[src/rtl/wdk_pkg.sv]
package wdk_pkg;
  localparam int BUS_W    = 32;
  localparam int OFS_CNT  = 0;
  localparam int OFS_CSA  = 4;
  localparam int OFS_CSB  = 8;
  localparam logic [15:0] KEY_CNT = 16'h5A5A;
  localparam logic [23:0] KEY_CTL = 24'hA5A5A5;
  localparam int B_EN   = 7;
  localparam int B_BUSY = 5;
  localparam int B_OVF  = 4;

  function automatic int unsigned div_ratio(input logic [2:0] code);
    case (code)
      3'd0: div_ratio = 1;
      3'd1: div_ratio = 4;
      3'd2: div_ratio = 16;
      3'd3: div_ratio = 32;
      3'd4: div_ratio = 64;
      3'd5: div_ratio = 128;
      3'd6: div_ratio = 1024;
      default: div_ratio = 4096;
    endcase
  endfunction
endpackage

[src/rtl/wdk_regfile.sv]
module wdk_regfile
  import wdk_pkg::*;
#(
  parameter int ADDR_W   = 4,
  parameter int CNT_W    = 16,
  parameter int BUSY_LEN = 3
) (
  input  logic              clk,
  input  logic              por,
  input  logic              rst,
  input  logic              we,
  input  logic [ADDR_W-1:0] addr,
  input  logic [BUS_W-1:0]  wdata,
  input  logic [CNT_W-1:0]  cnt,
  input  logic              wrap_evt,
  output logic              en,
  output logic [2:0]        cks,
  output logic              cnt_ld,
  output logic [CNT_W-1:0]  cnt_ld_val,
  output logic              busy,
  output logic              ovf,
  output logic              acc_wr,
  output logic [BUS_W-1:0]  rdata
);
  localparam int BW = $clog2(BUSY_LEN + 1);

  logic          live;
  logic          hit_cnt, hit_csa, hit_csb;
  logic          acc_cnt, acc_csa, acc_csb;
  logic [7:0]    csb_q;
  logic [BW-1:0] busy_cnt;
  logic [7:0]    csa_view;

  assign live    = !por && !rst;
  assign hit_cnt = (addr == ADDR_W'(OFS_CNT));
  assign hit_csa = (addr == ADDR_W'(OFS_CSA));
  assign hit_csb = (addr == ADDR_W'(OFS_CSB));
  assign acc_cnt = live && we && hit_cnt && (wdata[31:16] == KEY_CNT);
  assign acc_csa = live && we && hit_csa && (wdata[31:8] == KEY_CTL);
  assign acc_csb = live && we && hit_csb && (wdata[31:8] == KEY_CTL);
  assign acc_wr  = acc_cnt || acc_csa || acc_csb;

  assign cnt_ld     = acc_cnt;
  assign cnt_ld_val = wdata[CNT_W-1:0];
  assign busy       = (busy_cnt != '0);

  always_comb begin
    csa_view         = '0;
    csa_view[B_EN]   = en;
    csa_view[B_BUSY] = busy;
    csa_view[B_OVF]  = ovf;
    csa_view[2:0]    = cks;
  end

  // system-reset domain
  always_ff @(posedge clk) begin
    if (por || rst) begin
      en       <= 1'b0;
      cks      <= '0;
      csb_q    <= '0;
      busy_cnt <= '0;
      rdata    <= '0;
    end else begin
      if (acc_csa) begin
        en  <= wdata[B_EN];
        cks <= wdata[2:0];
      end
      if (acc_csb)
        csb_q <= wdata[7:0];
      if (acc_wr)
        busy_cnt <= BW'(BUSY_LEN);
      else if (busy_cnt != '0)
        busy_cnt <= busy_cnt - 1'b1;
      case (1'b1)
        hit_cnt: rdata <= BUS_W'(cnt);
        hit_csa: rdata <= BUS_W'(csa_view);
        hit_csb: rdata <= BUS_W'(csb_q);
        default: rdata <= '0;
      endcase
    end
  end

  // power-on domain: the flag outlives the system reset
  always_ff @(posedge clk) begin
    if (por)
      ovf <= 1'b0;
    else if (wrap_evt)
      ovf <= 1'b1;
    else if (acc_csa)
      ovf <= ovf & wdata[B_OVF];
  end
endmodule

[src/rtl/wdk_prescaler.sv]
module wdk_prescaler
  import wdk_pkg::*;
#(
  parameter int PRE_W = 12
) (
  input  logic       clk,
  input  logic       clr,
  input  logic       restart,
  input  logic       en,
  input  logic [2:0] cks,
  output logic       tick
);
  logic [PRE_W-1:0] phase;
  logic [PRE_W-1:0] lim;

  assign lim  = PRE_W'(div_ratio(cks) - 1);
  assign tick = en && (phase >= lim);

  always_ff @(posedge clk) begin
    if (clr || restart)
      phase <= '0;
    else if (en)
      phase <= tick ? '0 : phase + 1'b1;
  end
endmodule

[src/rtl/wdk_counter.sv]
module wdk_counter #(
  parameter int CNT_W = 16
) (
  input  logic             clk,
  input  logic             clr,
  input  logic             ld,
  input  logic [CNT_W-1:0] ld_val,
  input  logic             tick,
  output logic [CNT_W-1:0] cnt,
  output logic             wrap_evt
);
  assign wrap_evt = tick && (&cnt) && !ld && !clr;

  always_ff @(posedge clk) begin
    if (clr)
      cnt <= '0;
    else if (ld)
      cnt <= ld_val;
    else if (tick)
      cnt <= cnt + 1'b1;
  end
endmodule

[src/rtl/wdk_rstpulse.sv]
module wdk_rstpulse #(
  parameter int PULSE_LEN = 16
) (
  input  logic clk,
  input  logic por,
  input  logic trig,
  output logic req
);
  localparam int PW = $clog2(PULSE_LEN + 1);

  logic [PW-1:0] left_q, left_d;

  always_comb begin
    if (trig)
      left_d = PW'(PULSE_LEN);
    else if (left_q != '0)
      left_d = left_q - 1'b1;
    else
      left_d = '0;
  end

  always_ff @(posedge clk) begin
    if (por) begin
      left_q <= '0;
      req    <= 1'b0;
    end else begin
      left_q <= left_d;
      req    <= (left_d != '0);
    end
  end
endmodule

[src/rtl/keyed_wdt.sv]
module keyed_wdt
  import wdk_pkg::*;
#(
  parameter int ADDR_W    = 4,
  parameter int CNT_W     = 16,
  parameter int PRE_W     = 12,
  parameter int BUSY_LEN  = 3,
  parameter int PULSE_LEN = 16
) (
  input  logic              clk,
  input  logic              por,
  input  logic              rst,
  input  logic              we,
  input  logic [ADDR_W-1:0] addr,
  input  logic [31:0]       wdata,
  output logic [31:0]       rdata,
  output logic              reset_req
);
  logic             en, busy, ovf, acc_wr, tick, wrap_evt, cnt_ld;
  logic [2:0]       cks;
  logic [CNT_W-1:0] cnt, cnt_ld_val;
  logic             clr;

  assign clr = por || rst;

  wdk_regfile #(.ADDR_W(ADDR_W), .CNT_W(CNT_W), .BUSY_LEN(BUSY_LEN)) u_regs (
    .clk(clk), .por(por), .rst(rst), .we(we), .addr(addr), .wdata(wdata),
    .cnt(cnt), .wrap_evt(wrap_evt), .en(en), .cks(cks), .cnt_ld(cnt_ld),
    .cnt_ld_val(cnt_ld_val), .busy(busy), .ovf(ovf), .acc_wr(acc_wr),
    .rdata(rdata)
  );

  wdk_prescaler #(.PRE_W(PRE_W)) u_pre (
    .clk(clk), .clr(clr), .restart(cnt_ld), .en(en), .cks(cks), .tick(tick)
  );

  wdk_counter #(.CNT_W(CNT_W)) u_cnt (
    .clk(clk), .clr(clr), .ld(cnt_ld), .ld_val(cnt_ld_val), .tick(tick),
    .cnt(cnt), .wrap_evt(wrap_evt)
  );

  wdk_rstpulse #(.PULSE_LEN(PULSE_LEN)) u_pulse (
    .clk(clk), .por(por), .trig(wrap_evt), .req(reset_req)
  );
endmodule

[config.mk]
export PLATFORM = sky130hd
export DESIGN_NAME = keyed_wdt
export DESIGN_NICKNAME = d
export VERILOG_FILES = /design/src/rtl/wdk_pkg.sv /design/src/rtl/wdk_regfile.sv /design/src/rtl/wdk_prescaler.sv /design/src/rtl/wdk_counter.sv /design/src/rtl/wdk_rstpulse.sv /design/src/rtl/keyed_wdt.sv
export SDC_FILE = /design/constraint.sdc
export NUM_CORES = 1
export LEC_CHECK = 0
export BUFFER_PORTS_ARGS = -buffer_cell sky130_fd_sc_hd__buf_4
export CAP_MARGIN = 20
export CORE_ASPECT_RATIO = 0.9
export CORE_MARGIN = 2
export CORE_UTILIZATION = 35
export CTS_CLUSTER_SIZE = 20
export DETAILED_ROUTE_END_ITERATION = 10
export PLACE_DENSITY = 0.56
export RECOVER_POWER = 50
export SLEW_MARGIN = 5
export SYNTH_ARGS = -nofsm -noshare
export SYNTH_HDL_FRONTEND = slang
export SYNTH_SLANG_ARGS = --single-unit
export TNS_END_PERCENT = 100
[constraint.sdc]
create_clock -name clk -period 4.58 [get_ports clk]
set_clock_uncertainty 0.1 [all_clocks]
set_input_delay 0 -clock clk [delete_from_list [all_inputs] [get_ports clk]]
set_output_delay 0 -clock clk [all_outputs]
set_load 0.01 [all_outputs]
==> run summary, run 1 <==
Data required, critical path -> 4.76 ns
unrepaired setup endpoints after global routing -> false
endpoint class of the critical path -> register
first-pass GRT wire length -> 13,400 um
area of the multi-input gates -> 1970 sq um
syn_area_per_cell -> 8.75 sq um
starting density of the core -> 36.0%
Routed Antenna Nets -> 0
Syn Inst Count -> 397
startpoint types -> register
Flop pwr share -> 44.3%
clk buf depth -> 2
drt first pass iters -> 4
GRT overflow -> 0
TritonCTS clock tree -> built
Yosys cell types -> 54
post-cts resize count -> 0
Post-route DRC -> 0
commonest cells after routing, fill and taps aside -> 65 x dfxtp_1, 53 x nor2_1, 37 x buf_4, 34 x nand2_1, 22 x dlygate4sd3_1
leakage power -> 1.60 nW
Skew-Pair Late Insertion Delay -> 0.35 ns
Synth area leaders -> dfxtp_1 37%, ha_1 6.5%, nor2_1 5.6%
max_slew headroom -> 58.1%
R2R cell count -> 14
max-slew violation count -> 0
# fillers -> 995
DR vias -> 2,935
ys async rst share -> 0%
Yosys reg bits -> 65
post-synth top area cell -> dfxtp_1
final hold violations -> 0
largest net degree at the start of global routing -> 18
Synth warnings -> 0
final core utilization -> 44.4%
Sw Share -> 26.8%
initial detailed-routing violation count -> 161
Worst-Margin Slew -> 0.629 ns
CP Class -> register to register
post-synthesis sequential area ratio -> 37.5%
Die Span Y -> 98.5 um
number of synthesized flops with an enable pin -> 0
layout cells sized above 1 -> 14.7%
Total Nets Final -> 530
CTS Root Cell -> clkbuf_8
share of the synthesized area in the top cell type -> 37.5%
Total Power -> 1.38 mW
vias in the first global route -> 2,849
min Tclk post-route -> 3.42 ns
VDD IR max -> 0.151 mV
pwr/cell area -> 321 nW/um^2
WL/cell -> 13.6 um
initial antenna violation count -> 0
Mapped Area -> 3470 sq um
# rows -> 34
IO Pins -> 73
commonest non-fill, non-tap cell in the layout -> dfxtp_1
HP Class -> primary input to register
Hold Path Cell Cnt -> 4
cts bufs inserted -> 9
clock share of power -> 40.4%
outcome -> completed
CP arrival -> 3.60 ns
Clock Sinks -> 65
Final HPWL DP -> 6120 um
CTS HTree Levels -> 3
combinational power share -> 15.4%
via/cell ratio -> 4.87
Max Clock Freq -> 0.292 GHz
CORE AREA -> 9660 sq um
period utilization -> 74.8%
register area -> 1300 sq um
internal power -> 1.01 mW
Worst Path Max Fanout -> 12
MaxCap Viol Count -> 0
gr usage total -> 16.0%
final setup fails -> 0
die width -> 109 um
Port Buffers -> 56
post-route setup TNS -> 0 ns
final wirelength -> 8200 um
Area Growth Syn to Fin -> 23.3%
Synth Flop Type -> dfxtp_1
die area -> 10,700 sq um
Worst-path clk slew -> 0.09 ns
routability cong. -> 0.802
Sw Pwr -> 0.369 mW
ant diodes -> 0
## critical path: stages (launching register included)
cell and delay [ns]:
dfxtp_1 0.37, or3_1 0.44, ha_1 0.27, inv_1 0.09, and3_1 0.16, a21oi_1 0.04
nor2_1 0.09, a21oi_1 0.05, ha_1 0.31, a21o_1 0.17, a21o_1 0.18, or2_1 0.24
a2bb2oi_2 0.32, nand2_1 0.36, nor2_1 0.19
## stage by stage
step	setup slack [ns]	hold slack, ns	std cells	area, sq um
6_report	1.16	0.0183	603	4280
5_1_grt	0.957	0.0517	603	4280
4_1_cts	1.14	0.00623	603	4360
3_5_place_dp	1.15	0.114	565	3920
2_1_floorplan	1.59	0.00862	412	3530
3_3_place_gp	1.27	0.112	565	3920
## power groups by stage
stage	combinational (mW)	clock, mW	sequential (mW)
finish	0.211	0.556	0.610
global route	0.237	0.591	0.613
CTS	0.218	0.567	0.610
detailed placement	0.202	0	0.623
global placement	0.200	0	0.622
floorplan	0.150	0	0.622
## cell usage after synthesis, types with 2 or more instances
| library cell | n |
|---|---|
| mux2i_1 | 19 |
| a21oi_1 | 16 |
| nor2b_1 | 4 |
| a31oi_1 | 3 |
| buf_4 | 20 |
| nand3_1 | 6 |
| ha_1 | 18 |
| nand2b_1 | 6 |
| xnor2_1 | 17 |
| nand4_1 | 10 |
| nor2_1 | 52 |
| dfxtp_1 | 65 |
| inv_1 | 15 |
| a2111oi_0 | 3 |
| nor3_1 | 11 |
| and2_1 | 10 |
| o21ai_1 | 3 |
| o21ai_0 | 13 |
| and4_1 | 3 |
| nor4bb_1 | 8 |
| a21o_1 | 4 |
| xor2_1 | 12 |
| and4b_1 | 2 |
| buf_2 | 4 |
| or2_2 | 2 |
| nor3_2 | 2 |
| nand2_1 | 34 |
| and3_1 | 7 |
| clkbuf_1 | 3 |
## per-layer routing
layer / global-route usage, % / part of all wire (%) / up-vias
li1: - / - / 1494
met1: 23.0 / 52 / 1368
met2: 23.4 / 43 / 58
met3: 3.51 / 3.5 / 15
met4: 6.11 / 1.8 / 0
met5: 0 / 0 / -
## repair_timing
item / 4_1_cts / 5_1_grt
setup buffers: 0 / 0
endpoints found under the hold margin: 43 / 0
hold buffers: 22 / 0
## flip-flops by register name, summed over array words and instances (netlist names)
| register | cells |
|---|---|
| u_cnt.cnt | 16 |
| u_regs.rdata | 16 |
| u_pre.phase | 12 |
| u_regs.csb_q | 8 |
| u_pulse.left_q | 5 |
| u_regs.cks | 3 |
| u_regs.busy_cnt | 2 |
| u_pulse.req | 1 |
| u_regs.en | 1 |
| u_regs.ovf | 1 |
## layout make-up
type / count / share of cell area, %
flip-flops and latches: 65 / 30.4
well taps: 126 / 3.68
inverters: 15 / 1.31
repair buffers: 78 / 13.3
multi-input cells: 303 / 46.1
clock buffers: 9 / 2.89
clock inverters: 7 / 2.37
## cell families after synthesis
kind of cell,Yosys count,share of synthesized area [%]
AO/OA/AOI/OAI,51,9.73
XOR/XNOR,29,7.31
adder cells (fa/ha/maj),18,6.48
buffers and inverters,44,7.10
flip-flops,65,37.5
multiplexers,20,5.80
other,1,0.108
AND/OR/NAND/NOR,169,26.0
## path summary, 6_finish.rpt
| check | to | start | slack (ns) |
|---|---|---|---|
| setup / recovery | u_pre.phase[8]$_SDFFE_PP0P_ | u_regs.cks[0]$_SDFFE_PP0P_ | 1.16 |
| setup reg to reg | u_pre.phase[8]$_SDFFE_PP0P_ | u_regs.cks[0]$_SDFFE_PP0P_ | 1.16 |
| hold reg to reg | u_pulse.left_q[0]$_SDFF_PP0_ | u_pulse.left_q[0]$_SDFF_PP0_ | 0.38 |
| hold / removal | u_cnt.cnt[13]$_SDFFE_PP0P_ | wdata[31] | 0.02 |
Note: power is estimated with default switching activity, not from simulation.
==> run 2: changes to the inputs <==
==> constraint.sdc (replaced) <==
create_clock -name clk -period 3.3 [get_ports clk]
set_clock_uncertainty 0.1 [all_clocks]
set_input_delay 0 -clock clk [delete_from_list [all_inputs] [get_ports clk]]
set_output_delay 0 -clock clk [all_outputs]
set_load 0.01 [all_outputs]
==> run 2 against run 1 <==
Effect of this change:
- total power grew 39%
- largest cell class unchanged
- worst hold slack better by 0.0078 ns
- sequential share of layout area down 0.39 points
- largest power group unchanged
- critical path depth up 1
- die area is the same
- setup slack lost 0.92 ns
- highest routed layer unchanged
==> run summary, run 2 (synthesis gave the netlist of run 1 again) <==
startpoint types -> register
unrepaired setup endpoints after global routing -> false
initial antenna violation count -> 0
Hold Slack -> 0.0261 ns
endpoint class of the critical path -> register
final core utilization -> 45.0%
WL/cell -> 13.6 um
GRT overflow -> 0
Critical Path Max Stage Delay -> 0.38 ns
crit-path leading delay family -> simple AND/OR/NAND/NOR gates
Buf+Inv Stages, Crit Path -> 1
die area -> 10,700 sq um
initial detailed-routing violation count -> 96
slowest library cell on the worst path -> dfxtp_1
Final HPWL DP -> 6150 um
commonest non-fill, non-tap cell in the layout -> dfxtp_1
final hold violations -> 0
Max Clock Freq -> 0.326 GHz
Routed Antenna Nets -> 0
routability cong. -> 0.799
Area Growth Syn to Fin -> 25.1%
crit-path cells -> or3_4 > ha_2 > inv_1 > and3_1 > a21oi_1 > nor2_1 > a21oi_1 > ha_1 > a21o_1 > a21o_1 > or2_1 > o2bb2ai_2 > nand3_1 > xor2_1 > o21ai_0
starting density of the core -> 36.0%
biggest regs -> u_cnt.cnt x16, u_regs.rdata x16, u_pre.phase x12
clk buf depth -> 2
Worst Path Max Fanout -> 8
Setup WS pre-CTS -> 0.0553 ns
gr usage total -> 16.4%
IO Pins -> 73
pwr/cell area -> 441 nW/um^2
VDD IR max -> 0.222 mV
min Tclk post-route -> 3.07 ns
combinational power share -> 15.5%
fin worst setup slack -> 0.231 ns
vias in the first global route -> 2,785
Data required, critical path -> 3.42 ns
ant diodes -> 0
commonest cells after routing, fill and taps aside -> 64 x dfxtp_1, 53 x nor2_1, 40 x buf_4, 34 x nand2_1, 24 x dlygate4sd3_1
TritonCTS clock tree -> built
Finished Layout Cells -> 608
internal power -> 1.40 mW
cts bufs inserted -> 9
Worst-path clk slew -> 0.08 ns
Die Span Y -> 98.5 um
clock share of power -> 40.3%
Sw Pwr -> 0.514 mW
Flop pwr share -> 44.2%
layout cells sized above 1 -> 15.8%
MaxCap Viol Count -> 0
Total Nets Final -> 535
Sw Share -> 26.9%
first-pass GRT wire length -> 13,500 um
CP arrival -> 3.19 ns
HP Class -> primary input to register
max_slew headroom -> 60.4%
# rows -> 34
register area -> 1300 sq um
CORE AREA -> 9660 sq um
Skew-Pair Late Insertion Delay -> 0.35 ns
Post-route DRC -> 0
CP Class -> register to register
Port Buffers -> 56
leakage power -> 1.63 nW
largest net degree at the start of global routing -> 18
die width -> 109 um
via/cell ratio -> 4.83
period utilization -> 93.0%
# fillers -> 971
final setup fails -> 0
drt first pass iters -> 6
DR vias -> 2,939
outcome -> completed
Clock Sinks -> 65
CTS Root Cell -> clkbuf_8
Worst-Margin Slew -> 0.593 ns
max-slew violation count -> 0
CTS HTree Levels -> 3
final wirelength -> 8300 um
area of the multi-input gates -> 1990 sq um
# placed instances -> 568
post-route setup TNS -> 0 ns
-- run 2: cell count changes in the layout (fill, tap and decap cells not counted), sizes merged --
cell / previous run / this run
clkinvlp: 2 / 1
buf: 37 / 40
inv: 17 / 18
dlygate4sd3: 22 / 24
-- run 2: final timing paths --
check	startpoint	to	slack (ns)	cells past startpoint
max reg2reg	u_regs.cks[2]$_SDFFE_PP0P_	u_cnt.cnt[6]$_SDFFE_PP0P_	0.23	15
max	u_regs.cks[2]$_SDFFE_PP0P_	u_cnt.cnt[6]$_SDFFE_PP0P_	0.23	15
min reg2reg	u_pulse.left_q[0]$_SDFF_PP0_	u_pulse.left_q[0]$_SDFF_PP0_	0.39	1
min	wdata[16]	u_cnt.cnt[15]$_SDFFE_PP0P_	0.03	4
-- run 2: what timing repair did --
item                                   4_1_cts  5_1_grt
setup endpoints to repair                    0       29
resized for setup                            0        4
endpoints found under the hold margin       43        0
hold buffers                                24        0
buffers inserted                             0        0
-- run 2: layout make-up --
type	count	share of cell area [%]
inverter	15	1.30
multi-input combinational	303	45.9
clock buffer	9	2.85
clock inverter	7	2.28
tap	126	3.63
sequential	65	30.0
timing repair buffer	83	14.1
-- run 2: layer usage --
metal / share of wire [%] / vias up / track usage (%)
met5: 0 / - / 0
met4: 2.0 / 0 / 6.31
met3: 6.4 / 14 / 4.10
met2: 42 / 74 / 23.2
met1: 50 / 1353 / 23.8
li1: - / 1498 / -
-- run 2: power groups by stage --
stage | Sequential [mW] | Clock (mW) | Combinational (mW)
CTS | 0.846 | 0.791 | 0.307
finish | 0.846 | 0.773 | 0.297
global placement | 0.864 | 0 | 0.278
global route | 0.851 | 0.828 | 0.335
detailed placement | 0.865 | 0 | 0.283
floorplan | 0.863 | 0 | 0.208
-- run 2: worst min-delay path: cells and delay by family --
| kind | cells | cell delay, ns |
|---|---|---|
| AO/OA/AOI/OAI | 1 | 0.09 |
| AND/OR/NAND/NOR | 2 | 0.26 |
| buffers and inverters | 1 | 0.09 |
-- run 2: per-stage QoR --
| stage | power, mW | cell area [sq um] |
|---|---|---|
| after CTS | 1.94 | 4400 |
| after floorplan | 1.07 | 3530 |
| after global placement | 1.14 | 3940 |
| after detailed placement | 1.15 | 3940 |
| final | 1.92 | 4340 |
| after global routing | 2.01 | 4340 |
==> run 3: changes to the inputs <==
==> constraint.sdc (replaced) <==
create_clock -name clk -period 3.79 [get_ports clk]
set_clock_uncertainty 0.1 [all_clocks]
set_input_delay 0 -clock clk [delete_from_list [all_inputs] [get_ports clk]]
set_output_delay 0 -clock clk [all_outputs]
set_load 0.01 [all_outputs]
==> run 3 against run 2 <==
Effect of this change:
- clock power fell by 29%
- design area fell by 2.5%
- sequential power fell by 13%
- via count fell by 0.58%
- core utilization fell by 1.1 points
- flip-flop and latch count did not move
- critical path depth fell by 1
- worst hold slack improved by 0.025 ns
- cell count fell by 0.99%
- setup slack improved by 0.16 ns
- total power fell by 20%
- die area did not move
- critical path type unchanged
- largest power group unchanged
==> run summary, run 3 (synthesis gave the netlist of run 1 again) <==
outcome -> completed
met1 wire length -> 4190 um
HP Class -> primary input to register
ant diodes -> 0
first-pass GRT wire length -> 13,400 um
via/cell ratio -> 4.85
GRT overflow -> 0
final core utilization -> 43.9%
layout cells sized above 1 -> 13.9%
postcts setup bufs -> 0
Reg2Reg Setup Slack -> 0.39 ns
Data required, critical path -> 3.95 ns
met3 WL -> 353 um
final setup fails -> 0
drt first pass iters -> 4
initial antenna violation count -> 0
Clock Sinks -> 65
max_slew headroom -> 59.2%
Routed Antenna Nets -> 0
commonest non-fill, non-tap cell in the layout -> dfxtp_1
Worst-path clk slew -> 0.07 ns
final wirelength -> 8150 um
Worst-Margin Slew -> 0.612 ns
CTS HTree Levels -> 3
R2R cell count -> 14
VDD IR max -> 0.157 mV
starting density of the core -> 36.0%
commonest cells after routing, fill and taps aside -> 65 x dfxtp_1, 53 x nor2_1, 37 x buf_4, 34 x nand2_1
Post-route DRC -> 0
# placed instances -> 565
Final HPWL DP -> 6170 um
MaxCap Viol Count -> 0
critical register-to-register path endpoint -> u_pre.phase[10]$_SDFFE_PP0P_
CP arrival -> 3.57 ns
min Tclk post-route -> 3.40 ns
TritonCTS clock tree -> built
placed instance area -> 3920 sq um
Finished Layout Cells -> 602
RR Startpoint -> u_regs.cks[0]$_SDFFE_PP0P_
Worst Setup SP -> u_regs.cks[0]$_SDFFE_PP0P_
startpoint types -> register
DR top layer -> met4
WL/cell -> 13.5 um
post-cts resize count -> 0
Port Buffers -> 56
CORE AREA -> 9660 sq um
clk buf depth -> 2
period utilization -> 89.8%
cts bufs inserted -> 9
die width -> 109 um
CP Class -> register to register
vias in the first global route -> 2,788
hold bufs inserted after CTS -> 22
DR vias -> 2,922
max-slew violation count -> 0
register area -> 1300 sq um
unrepaired setup endpoints after global routing -> false
met2 wire len -> 3510 um
Area Growth Syn to Fin -> 22.0%
Worst setup endpoint -> u_pre.phase[10]$_SDFFE_PP0P_
Skew-Pair Late Insertion Delay -> 0.33 ns
post-route setup TNS -> 0 ns
endpoint class of the critical path -> register
routability cong. -> 0.802
biggest regs -> u_cnt.cnt x16, u_regs.rdata x16, u_pre.phase x12
initial detailed-routing violation count -> 114
IO Pins -> 73
area of the multi-input gates -> 1970 sq um
final hold violations -> 0
Worst Path Max Fanout -> 12
gr usage total -> 16.0%
# fillers -> 972
# rows -> 34
leakage power -> 1.58 nW
Die Span Y -> 98.5 um
pwr/cell area -> 363 nW/um^2
largest net degree at the start of global routing -> 18
Total Nets Final -> 530
die area -> 10,700 sq um
Max Clock Freq -> 0.294 GHz
CTS Root Cell -> clkbuf_8
Finished Cell Area -> 4240 sq um
Total Power -> 1.54 mW
run 3: layout make-up:
cell class / instances / area share [%]
well taps: 126 / 3.72
repair buffers: 78 / 13.4
inverters: 15 / 1.33
clock inverters: 3 / 1.00
clock buffers: 12 / 3.19
flip-flops and latches: 65 / 30.7
multi-input cells: 303 / 46.6
run 3: metal layers:
layer,global-route usage [%],up-vias
met2,22.9,62
met1,23.8,1361
met5,0,-
li1,-,1492
met4,4.73,0
met3,3.77,7
run 3: worst max-delay path: stages, from the launching register on:
cell and delay (ns):
dfxtp_1 0.37, or3_1 0.43, ha_1 0.26, inv_1 0.09, and3_1 0.15, a21oi_1 0.04, nor2_1 0.09, a21oi_1 0.05
ha_1 0.30, a21o_1 0.16, a21o_1 0.18, or2_1 0.24, a2bb2oi_2 0.32, nand2_1 0.36, nor2_1 0.19
run 3: report_power, final:
group          leakage [nW]  switching (mW)  total [mW]  internal, mW
clock                0.0864           0.247       0.547         0.300
sequential            0.525          0.0212       0.737         0.716
combinational         0.964           0.129       0.256         0.127
run 3: how the worst min path moves through the flow:
stage,start,end,slack [ns],cells after the start
6_report,wdata[31],u_cnt.cnt[13]$_SDFFE_PP0P_,0.05,4
5_1_grt,wdata[26],u_cnt.cnt[13]$_SDFFE_PP0P_,0.06,4
4_1_cts,wdata[31],u_cnt.cnt[13]$_SDFFE_PP0P_,0.03,4
3_5_place_dp,wdata[12],u_cnt.cnt[12]$_SDFFE_PP0P_,0.11,3
3_3_place_gp,wdata[12],u_cnt.cnt[12]$_SDFFE_PP0P_,0.11,3
2_1_floorplan,wdata[12],u_cnt.cnt[12]$_SDFFE_PP0P_,0.009,2
run 3: per-stage QoR:
step	setup WS, ns	hold slack (ns)
global placement	0.475	0.112
detailed placement	0.361	0.112
finish	0.387	0.0513
global route	0.139	0.0605
CTS	0.350	0.0284
floorplan	0.795	0.00862
